===== src/rtl/struct_addr_pkg.sv =====
package struct_addr_pkg;
  localparam int ADDR_W = 32;
  localparam int IDX_W = 4;
  localparam int CNT_W = 3;
  localparam int MAX_REGS = 4;
  localparam int REG_BYTES = 8;
  localparam logic [IDX_W-1:0] IDX_PC = 4'd15;
  localparam logic [IDX_W-1:0] IDX_SP = 4'd13;

  typedef enum logic [1:0] {
    WB_NONE  = 2'b00,
    WB_BYTES = 2'b01,
    WB_OFFS  = 2'b10,
    WB_BAD   = 2'b11
  } wb_mode_e;

  typedef enum logic [1:0] {
    HINT_NONE = 2'b00,
    HINT_8    = 2'b01,
    HINT_16   = 2'b10,
    HINT_32   = 2'b11
  } hint_e;

  typedef enum logic [0:0] {
    ST_IDLE = 1'b0,
    ST_BUSY = 1'b1
  } state_e;
endpackage


===== src/rtl/struct_addr_legal.sv =====
module struct_addr_legal
  import struct_addr_pkg::*;
#(
  parameter int AW = ADDR_W,
  parameter int IW = IDX_W,
  parameter int CW = CNT_W,
  parameter int NREGS = MAX_REGS
) (
  input  logic [AW-1:0] base_val,
  input  logic [IW-1:0] base_idx,
  input  logic [IW-1:0] off_idx,
  input  logic [1:0]    wb_mode,
  input  logic [1:0]    align_hint,
  input  logic [CW-1:0] reg_cnt,
  output logic          illegal
);
  logic idx_bad, cnt_bad, hint_bad;
  logic unused_base;

  assign unused_base = ^base_val;

  always_comb begin
    idx_bad = (base_idx == IDX_PC);
    if (wb_mode == WB_OFFS)
      idx_bad = idx_bad || (off_idx == IDX_SP) || (off_idx == IDX_PC);
    if (wb_mode == WB_BAD)
      idx_bad = 1'b1;
  end

  assign cnt_bad = (reg_cnt == '0) || (reg_cnt > CW'(NREGS));

  always_comb begin
    case (reg_cnt)
      CW'(2):  hint_bad = (align_hint == HINT_32);
      CW'(4):  hint_bad = 1'b0;
      default: hint_bad = (align_hint == HINT_16) || (align_hint == HINT_32);
    endcase
  end

  assign illegal = idx_bad || cnt_bad || hint_bad;
endmodule


===== src/rtl/struct_addr_align.sv =====
module struct_addr_align
  import struct_addr_pkg::*;
#(
  parameter int AW = ADDR_W
) (
  input  logic [AW-1:0] base_val,
  input  logic [1:0]    align_hint,
  input  logic [1:0]    elem_log2,
  output logic          fault
);
  localparam int LOWB = 5;
  logic [LOWB-1:0] mask;

  always_comb begin
    if (align_hint == HINT_NONE)
      mask = LOWB'((1 << elem_log2) - 1);
    else
      mask = LOWB'((1 << (32'(align_hint) + 2)) - 1);
  end

  assign fault = |(base_val[LOWB-1:0] & mask);
endmodule


===== src/rtl/struct_addr_next.sv =====
module struct_addr_next
  import struct_addr_pkg::*;
#(
  parameter int AW = ADDR_W,
  parameter int CW = CNT_W,
  parameter int RB = REG_BYTES
) (
  input  logic [AW-1:0] base_q,
  input  logic [AW-1:0] off_q,
  input  logic [CW-1:0] cnt_q,
  input  logic [1:0]    mode_q,
  output logic          wr,
  output logic [AW-1:0] next_base
);
  logic [AW-1:0] byte_total;
  assign byte_total = AW'(cnt_q) * AW'(RB);

  always_comb begin
    wr = 1'b1;
    unique case (mode_q)
      WB_BYTES: next_base = base_q + byte_total;
      WB_OFFS:  next_base = base_q + off_q;
      default: begin
        wr = 1'b0;
        next_base = '0;
      end
    endcase
  end
endmodule


===== src/rtl/struct_addr_wb.sv =====
module struct_addr_wb
  import struct_addr_pkg::*;
#(
  parameter int AW = ADDR_W,
  parameter int IW = IDX_W,
  parameter int CW = CNT_W,
  parameter int NREGS = MAX_REGS,
  parameter int RB = REG_BYTES
) (
  input  logic          clk,
  input  logic          rst,
  input  logic          req_valid,
  input  logic [AW-1:0] base_val,
  input  logic [AW-1:0] off_val,
  input  logic [IW-1:0] base_idx,
  input  logic [IW-1:0] off_idx,
  input  logic [1:0]    wb_mode,
  input  logic [1:0]    align_hint,
  input  logic [CW-1:0] reg_cnt,
  input  logic [1:0]    elem_log2,
  input  logic          xfer_done,
  output logic          acc_valid,
  output logic [AW-1:0] acc_addr,
  output logic          align_fault,
  output logic          illegal,
  output logic          done,
  output logic          wb_en,
  output logic [AW-1:0] wb_value
);
  state_e        state;
  logic [AW-1:0] base_q, off_q;
  logic [CW-1:0] cnt_q;
  logic [1:0]    mode_q;
  logic          ill_c, flt_c, wr_c;
  logic [AW-1:0] next_c;
  logic          accept;

  assign accept = req_valid && (state == ST_IDLE);

  struct_addr_legal #(.AW(AW), .IW(IW), .CW(CW), .NREGS(NREGS)) u_legal (
    .base_val(base_val), .base_idx(base_idx), .off_idx(off_idx),
    .wb_mode(wb_mode), .align_hint(align_hint), .reg_cnt(reg_cnt),
    .illegal(ill_c)
  );

  struct_addr_align #(.AW(AW)) u_align (
    .base_val(base_val), .align_hint(align_hint), .elem_log2(elem_log2),
    .fault(flt_c)
  );

  struct_addr_next #(.AW(AW), .CW(CW), .RB(RB)) u_next (
    .base_q(base_q), .off_q(off_q), .cnt_q(cnt_q), .mode_q(mode_q),
    .wr(wr_c), .next_base(next_c)
  );

  always_ff @(posedge clk) begin
    if (rst) begin
      state       <= ST_IDLE;
      base_q      <= '0;
      off_q       <= '0;
      cnt_q       <= '0;
      mode_q      <= WB_NONE;
      acc_valid   <= 1'b0;
      acc_addr    <= '0;
      align_fault <= 1'b0;
      illegal     <= 1'b0;
      done        <= 1'b0;
      wb_en       <= 1'b0;
      wb_value    <= '0;
    end else begin
      acc_valid   <= 1'b0;
      acc_addr    <= '0;
      align_fault <= 1'b0;
      illegal     <= 1'b0;
      done        <= 1'b0;
      wb_en       <= 1'b0;
      wb_value    <= '0;
      if (accept) begin
        base_q      <= base_val;
        off_q       <= off_val;
        cnt_q       <= reg_cnt;
        mode_q      <= wb_mode;
        acc_valid   <= 1'b1;
        acc_addr    <= base_val;
        align_fault <= flt_c;
        illegal     <= ill_c;
        state       <= (ill_c || flt_c) ? ST_IDLE : ST_BUSY;
      end else if (state == ST_BUSY && xfer_done) begin
        done     <= 1'b1;
        wb_en    <= wr_c;
        wb_value <= next_c;
        state    <= ST_IDLE;
      end
    end
  end
endmodule


===== config.mk =====
export PLATFORM = sky130hd
export DESIGN_NAME = struct_addr_wb
export DESIGN_NICKNAME = d
export VERILOG_FILES = /design/src/rtl/struct_addr_pkg.sv /design/src/rtl/struct_addr_legal.sv /design/src/rtl/struct_addr_align.sv /design/src/rtl/struct_addr_next.sv /design/src/rtl/struct_addr_wb.sv
export SDC_FILE = /design/constraint.sdc
export NUM_CORES = 1
export LEC_CHECK = 0
export ABC_CLOCK_PERIOD_IN_PS = 2300
export BUFFER_PORTS_ARGS = -buffer_cell sky130_fd_sc_hd__buf_2
export CAP_MARGIN = 20
export CORE_UTILIZATION = 48
export DETAILED_ROUTE_END_ITERATION = 10
export GPL_ROUTABILITY_DRIVEN = 0
export PLACE_DENSITY = 0.8
export REMOVE_ABC_BUFFERS = 1
export SLEW_MARGIN = 20
export SYNTH_ARGS = -nofsm -noshare
export SYNTH_HDL_FRONTEND = slang
export SYNTH_SLANG_ARGS = --single-unit

===== constraint.sdc =====
create_clock -name clk -period 2.3 [get_ports clk]
set_input_delay 0.23 -clock clk [delete_from_list [all_inputs] [get_ports clk]]
set_output_delay 0.23 -clock clk [all_outputs]
set_load 0.01 [all_outputs]

==> results.cfg <==
[yosys]
synth_simple_gate_area_share_pct = 13.7
synthAdderAreaFrac_pct = 8.09
ys_warn_count = 0
synth_top_family_by_area = compound AO/OA/AOI/OAI gates
muxShareOfSynthArea_pct = 0
synth.area.top_cells = dfxtp_1, ha_1, a21o_1
syn_avg_cell_area_um2 = 9.74
yosysUniqueCellTypes = 54
synth-edff-count = 0
synth-compound-area-share_pct = 22.9
ys_ff_latch = 139
syn_area_um2 = 6220
ys_async_sr_fraction_pct = 0
synth_top_area_cell = dfxtp_1
synth-seq-area-share_pct = 44.8
synth_xor_area_share_pct = 7.89
yosys.area.top_type_share_pct = 44.8
yosys_most_used_dff = dfxtp_1
syn_inst = 638

[floorplanning]
core_um2 = 12600
die-width_um = 116
start_util_pct = 49.3
fp.dieArea_um2 = 13400
fp-row-count = 41
fp.dieH_um = 116
io_pins = 154

[clock_network]
cts_tree = built
h-tree-depth = 4
root_buffer = clkbuf_16
worstSkewPairLatency_ns = 0.43
postCtsHoldBufs = 0
cts_buffers = 17
cts_sinks = 139
clock_path_buffers = 2
clkTransAtPathRegs_ns = 0.06

[sta]
hold_viol = 0
period_share_pct = 109
worst_slack_ns = -0.203
max_slew_margin_pct = 55.8
setup_viol = 5
slew_violations = 0
clock.fmax_mhz = 399
rsz0062_at_grt = yes
min_period_ns = 2.50
finalClockSkew_ns = 0.00774
worstMarginPinSlew_ns = 0.663
setup_tns_ns = -0.392

[run]
cap_viol_max_count = 0

[drt]
dr.pass1.iters = 5
avgRoutedWirePerCell_um = 17.0
vias = 5976
ant_nets = 0
wl_um = 18300
drc = 0
vias_per_cell = 5.54
dr.first_iter.drc_count = 394

[global_routing]
gr-total-overflow = 0
grt_pass1_vias = 5747
antenna_found_initial = 0
grt_pass1_wl_um = 27600
grt.total_usage_pct = 26.8
grt_max_degree = 73

[pwr]
irDropWorstVdd_mv = 0.526
cellPowerDensity_nw_per_um2 = 690
leakage_nw = 4.37

[layout]
n_fill_cell = 858
final_common_cell = buf_2
final_cell_mix = buf_2, dfxtp_1, buf_4
area_delta_synth_final_pct = 45.9
multi_input_area_um2 = 3760
regArea_um2 = 2810
layout-drive-gt1-share_pct = 43.3
final_nets = 1017
diodes = 0

[critical_path]
end_kind = flip-flop
critical_path_class = reg -> reg
ff2ff_path_depth = 11
crit-reg2reg-launch = base_q[14]
crit_arrival_ns = 2.81
crit_required_ns = 2.60
endpoint = wb_value[29]
startpoint_type = flip-flop
startpoint = base_q[14]
path_max_fanout = 2
timing.rr.end = wb_value[29]
reg2reg_slack_ns = -0.20

[placed_design]
post-place-ws_ns = -0.325
dp_hpwl_um = 11300
portBuffers = 152

[worst_hold_path]
worstHoldPathType = in -> reg

[outcome]
violations = setup timing
status = complete, but fails checks
## critical path: stages (launching register included)
cell,delay (ns)
dfxtp_2,0.33
ha_4,0.23
a21o_1,0.19
a21o_1,0.18
a21oi_2,0.18
o21ai_2,0.10
a311o_1,0.29
nand3_1,0.09
a21oi_1,0.05
or4_1,0.49
xnor2_1,0.16
o22ai_1,0.08
## final cells by class
| class | instances | area share [%] |
|---|---|---|
| clock buffer | 18 | 4.84 |
| clock inverter | 14 | 1.75 |
| inverter | 17 | 0.704 |
| multi-input combinational | 456 | 41.4 |
| sequential | 139 | 31.0 |
| tap | 172 | 2.37 |
| timing repair buffer | 262 | 17.9 |
## power breakdown
part / switching [W] / internal, W
clock network: 0.00114 / 0.00165
logic: 0.000422 / 0.000454
registers: 0.0000780 / 0.00251
total: 0.00164 / 0.00462
## worst min-delay path by stage
stage,start,end,slack [ns],cells past startpoint
final,off_val[5],off_q[5],0.02,2
after global routing,off_val[30],off_q[30],0.007,2
after CTS,off_val[5],off_q[5],0.007,2
after detailed placement,off_val[28],off_q[28],0.45,2
after global placement,off_val[9],off_q[9],0.45,2
after floorplan,rst,done,0.30,1
## timing repair
item,4_1_cts,5_1_grt
cloned,0,0
resized for setup,48,62
endpoints found under the setup margin,15,22
pin swaps,31,69
buffers inserted,14,8
## sequential cells by signal, indices dropped and copies added (netlist names), 2 cells and up
name	flops
off_q	32
mode_q	2
wb_value	32
acc_addr	32
base_q	32
cnt_q	3
## cell usage after synthesis (all sizes together), types with 3 or more instances
cell type and number:
a21oi 35, and4 5, xor2 33, o21ai 17
xnor2 23, nor3 8, a21o 51, clkbuf 24
a31oi 3, a22o 37, inv 17, a21boi 3
o21a 5, nand3 13, ha 37, a22oi 10
nand4 12, and2 36, o22ai 20, nand2 30
dfxtp 139, and3 7, nor2b 10, or3 3
nor2 33
## cell families (layout without fill, tap and decap cells)
logic type / count (synthesis) / after routing
AO/OA/AOI/OAI: 198 / 198
AND/OR/NAND/NOR: 163 / 163
flip-flops: 139 / 139
XOR/XNOR: 56 / 56
buffers and inverters: 43 / 311
adder cells (fa/ha/maj): 39 / 39
## metrics by stage
step | cell area, µm² | power, W | utilization, % | hold WS, ns | std cells
finish | 9070 | 0.00626 | 71.9 | 0.0151 | 1078
global route | 9070 | 0.00649 | 71.9 | 0.00679 | 1078
CTS | 8750 | 0.00619 | 69.3 | 0.00709 | 1074
detailed placement | 7830 | 0.00337 | 62.0 | 0.449 | 1028
global placement | 7830 | 0.00335 | 62.0 | 0.446 | 1028
floorplan | 6120 | 0.00302 | - | 0.302 | 612
## layer usage
metal | wire length (µm) | vias up | GRT usage, % | part of all wire (%)
met5 | 0 | - | 0 | 0
met4 | 549 | 0 | 12.6 | 3.0
met3 | 1250 | 55 | 7.27 | 6.8
met2 | 8950 | 281 | 44.7 | 49
met1 | 7600 | 2830 | 32.2 | 41
li1 | - | 2810 | - | -
Power figures use the tool's default switching activity.
